### config.mk
export PLATFORM = sky130hd
export DESIGN_NAME = sdscr_top
export DESIGN_NICKNAME = d
export VERILOG_FILES = /design/src/rtl/sdscr_pkg.sv /design/src/rtl/sdscr_frame_pos.sv /design/src/rtl/sdscr_gen.sv /design/src/rtl/sdscr_top.sv
export SDC_FILE = /design/constraint.sdc
export NUM_CORES = 1
export LEC_CHECK = 0
export ABC_AREA = 1
export BUFFER_PORTS_ARGS = -buffer_cell sky130_fd_sc_hd__buf_4
export CAP_MARGIN = 20
export CORE_ASPECT_RATIO = 0.8
export CORE_MARGIN = 2
export CORE_UTILIZATION = 40
export DETAILED_ROUTE_END_ITERATION = 8
export PLACE_DENSITY = 0.7
export SYNTH_ARGS = -nofsm -noshare
export SYNTH_HDL_FRONTEND = slang
export SYNTH_SLANG_ARGS = --single-unit
### constraint.sdc
create_clock -name clk -period 1.97 [get_ports clk]
set_clock_uncertainty 0.1 [all_clocks]
set_input_delay 0 -clock clk [delete_from_list [all_inputs] [get_ports clk]]
set_output_delay 0 -clock clk [all_outputs]
set_load 0.01 [all_outputs]
### src/rtl/sdscr_pkg.sv
package sdscr_pkg;

    localparam int BYTE_W   = 8;
    localparam int GEN_W    = 7;
    localparam int TAP_HI   = 6;
    localparam int TAP_LO   = 5;
    localparam logic [GEN_W-1:0] GEN_SEED = '1;

    typedef struct packed {
        logic [BYTE_W-1:0] mask;
        logic [GEN_W-1:0]  nxt;
    } gen_step_t;

    typedef struct packed {
        logic              valid;
        logic [BYTE_W-1:0] data;
    } out_reg_t;

    // Run the generator BYTE_W bit-steps; earliest bit lands in the MSB.
    function automatic gen_step_t gen_advance(input logic [GEN_W-1:0] s_in);
        gen_step_t         r;
        logic [GEN_W-1:0]  s;
        logic              fb;
        s = s_in;
        r.mask = '0;
        for (int i = BYTE_W - 1; i >= 0; i--) begin
            r.mask[i] = s[GEN_W-1];
            fb        = s[TAP_HI] ^ s[TAP_LO];
            s         = {s[GEN_W-2:0], fb};
        end
        r.nxt = s;
        return r;
    endfunction

endpackage

### src/rtl/sdscr_frame_pos.sv
module sdscr_frame_pos #(
    parameter int ROWS    = 9,
    parameter int COLS    = 90,
    parameter int OH_COLS = 3
) (
    input  logic clk,
    input  logic rst_n,
    input  logic in_valid,
    input  logic in_sof,
    output logic synced_o,
    output logic oh_o,
    output logic seed_o
);

    localparam int RW = (ROWS > 1) ? $clog2(ROWS) : 1;
    localparam int CW = (COLS > 1) ? $clog2(COLS) : 1;
    localparam logic [RW-1:0] ROW_LAST = RW'(ROWS - 1);
    localparam logic [CW-1:0] COL_LAST = CW'(COLS - 1);
    localparam logic [CW-1:0] COL_OH   = CW'(OH_COLS);

    typedef struct packed {
        logic [RW-1:0] row;
        logic [CW-1:0] col;
        logic          synced;
    } pos_t;

    pos_t pos_d, pos_q;
    logic [RW-1:0] cur_row;
    logic [CW-1:0] cur_col;
    logic          cur_sync;
    logic          sof_hit;

    always_comb begin
        sof_hit  = in_valid && in_sof;
        cur_row  = sof_hit ? '0 : pos_q.row;
        cur_col  = sof_hit ? '0 : pos_q.col;
        cur_sync = sof_hit || pos_q.synced;

        pos_d = pos_q;
        if (in_valid) begin
            pos_d.synced = cur_sync;
            if (cur_col == COL_LAST) begin
                pos_d.col = '0;
                pos_d.row = (cur_row == ROW_LAST) ? '0 : cur_row + 1'b1;
            end else begin
                pos_d.col = cur_col + 1'b1;
                pos_d.row = cur_row;
            end
        end

        synced_o = cur_sync;
        oh_o     = (cur_row == '0) && (cur_col < COL_OH);
        seed_o   = cur_sync && (cur_row == '0) && (cur_col == COL_OH);
    end

    always_ff @(posedge clk) begin
        if (!rst_n) begin
            pos_q <= '0;
        end else begin
            pos_q <= pos_d;
        end
    end


    col_in_range_chk: assert property (@(posedge clk) disable iff (!rst_n)
        pos_q.col <= COL_LAST);


    row_in_range_chk: assert property (@(posedge clk) disable iff (!rst_n)
        pos_q.row <= ROW_LAST);


    sof_restart_chk: assert property (@(posedge clk) disable iff (!rst_n)
        (in_valid && in_sof) |=> (pos_q.row == '0) && (pos_q.col == CW'(1 % COLS)));


    sync_sticky_chk: assert property (@(posedge clk) disable iff (!rst_n)
        pos_q.synced |=> pos_q.synced);

endmodule

### src/rtl/sdscr_gen.sv
module sdscr_gen
    import sdscr_pkg::*;
(
    input  logic              clk,
    input  logic              rst_n,
    input  logic              adv_i,
    input  logic              load_i,
    output logic [BYTE_W-1:0] mask_o
);

    logic [GEN_W-1:0] state_d, state_q;
    logic [GEN_W-1:0] base;
    gen_step_t        step;

    always_comb begin
        base    = load_i ? GEN_SEED : state_q;
        step    = gen_advance(base);
        mask_o  = step.mask;
        state_d = (adv_i || load_i) ? step.nxt : state_q;
    end

    always_ff @(posedge clk) begin
        if (!rst_n) begin
            state_q <= GEN_SEED;
        end else begin
            state_q <= state_d;
        end
    end


    gen_nonzero_chk: assert property (@(posedge clk) disable iff (!rst_n)
        state_q != '0);


    gen_hold_chk: assert property (@(posedge clk) disable iff (!rst_n)
        (!adv_i && !load_i) |=> $stable(state_q));

endmodule

### src/rtl/sdscr_top.sv
module sdscr_top
    import sdscr_pkg::*;
#(
    parameter int ROWS    = 9,
    parameter int COLS    = 90,
    parameter int OH_COLS = 3
) (
    input  logic              clk,
    input  logic              rst_n,
    input  logic              cfg_descr_en,
    input  logic              in_valid,
    input  logic              in_sof,
    input  logic [BYTE_W-1:0] in_data,
    output logic              out_valid,
    output logic [BYTE_W-1:0] out_data
);

    logic              synced;
    logic              oh_byte;
    logic              seed_byte;
    logic              gen_adv;
    logic              gen_load;
    logic [BYTE_W-1:0] mask;
    out_reg_t          out_d, out_q;

    sdscr_frame_pos #(
        .ROWS    (ROWS),
        .COLS    (COLS),
        .OH_COLS (OH_COLS)
    ) i_pos (
        .clk      (clk),
        .rst_n    (rst_n),
        .in_valid (in_valid),
        .in_sof   (in_sof),
        .synced_o (synced),
        .oh_o     (oh_byte),
        .seed_o   (seed_byte)
    );

    sdscr_gen i_gen (
        .clk    (clk),
        .rst_n  (rst_n),
        .adv_i  (gen_adv),
        .load_i (gen_load),
        .mask_o (mask)
    );

    always_comb begin
        gen_adv  = in_valid && synced && !oh_byte;
        gen_load = in_valid && seed_byte;

        out_d       = out_q;
        out_d.valid = in_valid;
        if (in_valid) begin
            out_d.data = (gen_adv && cfg_descr_en) ? (in_data ^ mask) : in_data;
        end
    end

    always_ff @(posedge clk) begin
        if (!rst_n) begin
            out_q <= '0;
        end else begin
            out_q <= out_d;
        end
    end

    assign out_valid = out_q.valid;
    assign out_data  = out_q.data;


    valid_delay_chk: assert property (@(posedge clk) disable iff (!rst_n)
        out_valid == $past(in_valid));


    idle_hold_chk: assert property (@(posedge clk) disable iff (!rst_n)
        !in_valid |=> $stable(out_data));


    disabled_pass_chk: assert property (@(posedge clk) disable iff (!rst_n)
        (in_valid && !cfg_descr_en) |=> out_data == $past(in_data));


    oh_pass_chk: assert property (@(posedge clk) disable iff (!rst_n)
        (in_valid && synced && oh_byte) |=> out_data == $past(in_data));


    unsynced_pass_chk: assert property (@(posedge clk) disable iff (!rst_n)
        (in_valid && !synced) |=> out_data == $past(in_data));


    seed_mask_chk: assert property (@(posedge clk) disable iff (!rst_n)
        (in_valid && seed_byte && cfg_descr_en) |=> (out_data ^ $past(in_data)) == 8'hFE);

endmodule

==> out/results.ini, run 1 <==
[die]
start_util_pct=42.32
num_rows=21
ios=22
die_h_um=63.84
die_area_mm2=0.005031
fp.dieW_um=78.80
core_region_area_mm2=0.004230

[placement]
io_buffers=21
post-place-cells=350
gp_congestion=0.8413
dp_hpwl_mm=2.977

[power]
finalPower_w=0.001152
power.density_mw_per_mm2=516.6
leakagePower_nw=1.104
peakVddDrop_uv=421.0

[timing]
maxSlewHeadroom_pct=71.17
max_freq_mhz=541.7
worst_pin_slew_ns=0.4279
setup_viol=0
fin_crit_ns=1.846
drv_slew=0
hold_violations=0
finalCritPeriodShare_pct=93.70

[grt]
track_usage_pct=17.55
grt_pass1_vias=1531
overflow=0
antenna_found_initial=0
grt_max_degree=18
grt_pass1_wl_mm=7.079

[synthesis]
yosys-top-cells-area=dfxtp_1 31%, nand2_1 17%, inv_1 8.4%, nand3_1 7.0%, nor2_1 4.2%
ys_warn_count=0
netlist.top_cell.by_area=dfxtp_1
synth_cell_type_count=28
syn_avg_cell_area_um2=6.511
synth_area_mm2=0.001790
ys_seq_area_share_pct=31.31
yosysTopAreaCellShare_pct=31.31
synth_cells=275
syn_nets=292
ys_ff_latch=28

[drt]
antenna_left=0
wl_met3_um=228
drt_iter0_drc=130
maxUsedRoutingLayer=met4
wl_met1_mm=2.189
dr.pass1.iters=4
avgViaCountPerCell=4.791
routedWlPerCell_um=11.76
wl_mm=4.327
met2_length_mm=1.865
drc=0
num_vias=1763

[clock_tree]
cts.sinks=28
clk_pin_slew_ns=0.10
clk_latency_ns=0.28
cts_root_buffer=clkbuf_8
cts.path.max_buffers=2
htreeDepth=1
cts_tree=yes
cts_made_buffers=3

[min_path]
hold_path_startpoint=in_valid
hold_path_depth=5
hp-class=primary input to register
hold_end=i_pos.pos_q[0]

[setup_path]
crit_type=register to register
required_ns=2.04
worstPathArrival_ns=1.92
worst_r2r_path_depth=11
path_max_fanout=4
critical_path.endpoint_type=register
rrSetupSlack_ns=0.12
rr_startpoint=i_pos.pos_q[1]
startpoint_type=register
r2r_end=i_gen.state_q[3]

[cells_and_area]
final_util_pct=52.74
syn_to_final_growth_pct=24.60
fillCellCount=404
finalNonFillerCells=368
diodes=0
drive_gt1_share_pct=21.22
fin_nets=329

[run]
drv_cap=0

[outcome]
status=finished clean

==> layer usage <==
layer	GRT usage, %	up-vias
met2	25.43	50
met4	5.263	0
met3	3.249	4
met5	0	-
met1	26.25	773
li1	-	936
==> where the power goes <==
part	internal, W	switching (W)
Sequential	0.000587	0.00000985
Clock	0.000180	0.000188
Combinational	0.0000860	0.000102
==> Yosys cell counts <==
cell type and n:
a21oi_1 12, nor4_4 1, nand3_1 25, xor2_1 2, o21ai_0 5, o211ai_1 4, nor2_8 1, nor2_2 2
ha_1 4, buf_2 1, clkbuf_1 4, nand3b_1 7, nor2_1 20, o21ai_1 7, nor3_1 1, nand4_1 5
inv_1 40, nor2_4 1, inv_2 2, buf_6 4, nand2_2 8, clkinv_1 1, nand2_4 2, dfxtp_1 28
o21ai_2 2, nor3_2 2, nand2_1 83, nand3_2 1
==> layout by cell type (no fill, tap or decap), types with 7 or more instances in the layout <==
master and count:
a21oi_1 12, nand3b_1 7, dfxtp_1 27, nand2_1 80, nand3_1 25, inv_1 40
nand2_2 11, dlygate4sd3_1 10, o21ai_1 7, nor2_1 16, buf_4 29
==> per-stage QoR <==
| stage | worst slack [ns] | cell area (µm²) | hold WS, ns | TNS, ns |
|---|---|---|---|---|
| floorplan | 0.2843 | 1790 | 0.09020 | 0 |
| global placement | 0.1199 | 1999 | 0.1917 | 0 |
| detailed placement | 0.04364 | 1999 | 0.1962 | 0 |
| CTS | 0.02965 | 2155 | 0.02564 | 0 |
| global route | -0.02461 | 2231 | 0.06841 | -0.02461 |
| finish | 0.1240 | 2231 | 0.05320 | 0 |
==> state kept, by name, indices dropped and copies added (netlist names) <==
signal         flops
i_gen.state_q      7
out_valid          1
i_pos.pos_q       12
out_data           8
==> area by class of cell <==
| type | instances | area (µm²) | area share, % |
|---|---|---|---|
| multi-input cells | 197 | 1064 | 47.67 |
| repair buffers | 39 | 317.8 | 14.25 |
| well taps | 57 | 71.32 | 3.197 |
| clock buffers | 4 | 55.05 | 2.468 |
| flip-flops and latches | 28 | 561.8 | 25.18 |
| inverters | 43 | 161.4 | 7.235 |
==> kinds of logic (layout without fill, tap and decap cells) <==
family / Yosys count / after routing / share of synthesized area (%)
AOI/OAI and AO/OA: 30 / 30 / 9.364
adders and majority gates: 4 / 4 / 2.795
xor gates and xnor gates: 2 / 2 / 0.9785
buffers and inverters: 52 / 86 / 12.65
DFF: 28 / 28 / 31.31
and+or+nand+nor: 159 / 161 / 42.91
==> worst max-delay path by stage <==
stage | start | end | slack (ns) | depth (start not counted)
after CTS | i_pos.pos_q[9] | i_gen.state_q[0] | 0.03 | 14
after global placement | i_pos.pos_q[9] | out_data[0] | 0.12 | 14
final | i_pos.pos_q[1] | i_gen.state_q[3] | 0.12 | 11
after global routing | i_pos.pos_q[9] | out_data[0] | -0.02 | 14
after floorplan | i_pos.pos_q[9] | i_gen.state_q[0] | 0.28 | 15
after detailed placement | i_pos.pos_q[9] | i_gen.state_q[0] | 0.04 | 14
==> critical path, stage by stage, from the launching register on <==
cell	delay (ns)
dfxtp_1	0.34
inv_1	0.07
nor2_4	0.13
ha_2	0.19
nand2_1	0.11
nor2_4	0.13
nand2_2	0.10
buf_4	0.17
nand2_2	0.10
nor2_1	0.05
o21ai_1	0.14
o211ai_1	0.10
==> timing repair <==
| item | in CTS | in global routing |
|---|---|---|
| hold buffers | 10 | 0 |
| resized for setup | 0 | 14 |
| buffers inserted | 0 | 2 |
| setup endpoints to repair | 0 | 13 |
| hold endpoints to repair | 15 | 0 |
(Power assumes the default switching activity.)
==> run 2: changes to the inputs <==
--- a/config.mk
+++ b/config.mk
@@ -12,7 +12,7 @@
 export CORE_MARGIN = 2
 export CORE_UTILIZATION = 40
 export DETAILED_ROUTE_END_ITERATION = 8
-export PLACE_DENSITY = 0.7
+export PLACE_DENSITY = 0.72
 export SYNTH_ARGS = -nofsm -noshare
 export SYNTH_HDL_FRONTEND = slang
 export SYNTH_SLANG_ARGS = --single-unit
==> constraint.sdc (replaced) <==
create_clock -name clk -period 1.67 [get_ports clk]
set_clock_uncertainty 0.1 [all_clocks]
set_input_delay 0 -clock clk [delete_from_list [all_inputs] [get_ports clk]]
set_output_delay 0 -clock clk [all_outputs]
set_load 0.01 [all_outputs]
==> run 2 against run 1 <==
Against the previous run: the flow now finishes with violations (negative setup slack); count of clock-buffer cells in the layout fell by 1; non-clock buffer count rose by 20; utilization is 7.3 points higher; first-iteration DRC count fell by 10%; critical path depth grew 2; combinational power grew 28%; sequential share of layout area shrank 2.9 points; largest cell class unchanged; via count up 6.6%; sequential cell count is the same; final cell count rose by 5.2%; worst hold slack lost 0.028 ns; die area is the same.
==> out/results.ini, run 2 (synthesized netlist as in run 1, its figures left out) <==
[clock_tree]
cts.path.max_buffers=2
cts_made_buffers=3
htreeDepth=1
cts_tree=yes
cts.sinks=28
clk_pin_slew_ns=0.11
clk_latency_ns=0.28
cts_root_buffer=clkbuf_8

[die]
die_h_um=63.84
ios=22
num_rows=21
core_region_area_mm2=0.004230
die_area_mm2=0.005031
start_util_pct=42.32
fp.dieW_um=78.80

[cells_and_area]
fin_nets=348
fillCellCount=357
multi_input_area_mm2=0.001187
final_util_pct=60.04
final_common_cell=nand2_1
diodes=0
drive_gt1_share_pct=35.45
largest_reg_flops=12
final_cell_mix=74 x nand2_1, 46 x buf_4, 33 x inv_1, 24 x dfxtp_1, 20 x nand3_1
syn_to_final_growth_pct=41.86
seqCellArea_um2=565.5
top_register=i_pos.pos_q
finalNonFillerCells=387

[grt]
grt_pass1_wl_mm=7.907
grt_max_degree=18
overflow=0
grt_pass1_vias=1798
antenna_found_initial=0
track_usage_pct=19.16

[power]
finalPower_w=0.001498
cellInternalPower_w=0.001125
comb_power_share_pct=16.1
leakagePower_nw=1.254
swShare_pct=24.88
netSwitchingPower_w=0.0003726
peakVddDrop_uv=626.8
power_frac_clock_pct=36.7
pwr-share-seq_pct=47.2
power.density_mw_per_mm2=589.6

[drt]
num_vias=1880
avgViaCountPerCell=4.858
antenna_left=0
wl_mm=4.608
routedWlPerCell_um=11.91
dr.pass1.iters=4
drt_iter0_drc=117
drc=0

[timing]
fin_crit_ns=1.783
finalCritPeriodShare_pct=106.8
hold_ws_ns=0.02498
setup_ws_ns=-0.1129
hold_violations=0
maxSlewHeadroom_pct=65.46
setup_viol=23
rsz0062_at_grt=true
drv_slew=0
max_freq_mhz=560.9
fin_tns_setup_ns=-1.705
worst_pin_slew_ns=0.5175

[setup_path]
path_max_fanout=5
required_ns=1.74
startpoint_type=register
critical_path.endpoint_type=register
worstPathArrival_ns=1.85
crit_type=register to register

[outcome]
violations=negative setup slack
status=finished, violations left

[placement]
io_buffers=21
dp_hpwl_mm=3.054
post-place-cells=368
gp_congestion=0.8098

[min_path]
hp-class=primary input to register

[run]
drv_cap=0

-- run 2: cell count changes in the layout (fill, tap and decap cells not counted), sizes merged --
cell         change
buf             +21
bufinv           +1
clkbuf           -1
dlygate4sd3      -1
nand2            -1
-- run 2: path summary, 6_finish.rpt --
check             cells after the start  slack (ns)      startpoint                to
hold / removal                        5        0.02          in_sof    i_pos.pos_q[8]
setup / recovery                     13       -0.11  i_pos.pos_q[9]  i_gen.state_q[6]
hold reg to reg                       2        0.37  i_pos.pos_q[9]    i_pos.pos_q[9]
setup reg to reg                     13       -0.11  i_pos.pos_q[9]  i_gen.state_q[6]
-- run 2: metrics by stage --
| stage | area [µm²] | worst slack [ns] |
|---|---|---|
| after floorplan | 1790 | 0.008027 |
| after global placement | 2135 | -0.2010 |
| after detailed placement | 2135 | -0.2443 |
| after CTS | 2451 | -0.1499 |
| after global routing | 2540 | -0.2407 |
| final | 2540 | -0.1129 |
-- run 2: timing repair --
item / 4_1_cts / 5_1_grt
pin swaps: 20 / 23
endpoints found under the setup margin: 25 / 25
cloned: 1 / 0
buffers inserted: 4 / 1
hold buffers: 9 / 0
endpoints found under the hold margin: 14 / 0
gates resized for setup: 42 / 19
-- run 2: area by class of cell --
class,count,area share (%)
Sequential cell,28,22.27
Tap cell,57,2.808
Timing Repair Buffer,59,18.92
Clock buffer,3,1.626
Inverter,43,6.453
Multi-Input combinational cell,196,46.75
Clock inverter,1,1.182
-- run 2: worst max-delay path, stage by stage (launching register included) --
cell and delay (ns):
dfxtp_2 0.34, inv_2 0.07, nor2_4 0.04, inv_2 0.08, ha_4 0.15, nand2_4 0.06, nor2_2 0.15, nand2_4 0.09
buf_6 0.14, nand3_2 0.05, o21ai_2 0.07, buf_4 0.13, a21oi_1 0.10, o21ai_0 0.10
-- run 2: power by group through the flow --
| stage | Combinational, W | Sequential [W] | Clock [W] |
|---|---|---|---|
| 2_1_floorplan | 0.000103 | 0.000729 | 0 |
| 3_3_place_gp | 0.000198 | 0.000720 | 0 |
| 3_5_place_dp | 0.000200 | 0.000721 | 0 |
| 4_1_cts | 0.000233 | 0.000707 | 0.000569 |
| 5_1_grt | 0.000268 | 0.000709 | 0.000585 |
| 6_report | 0.000241 | 0.000706 | 0.000550 |
-- run 2: routing by layer --
metal | global-route usage, % | part of all wire, % | wire length, µm | vias to the layer above
li1 | - | - | - | 977
met1 | 26.15 | 48 | 2231 | 861
met2 | 32.37 | 46 | 2128 | 38
met3 | 2.825 | 4.3 | 198 | 4
met4 | 3.509 | 1.0 | 48 | 0
met5 | 0 | 0 | 0 | -
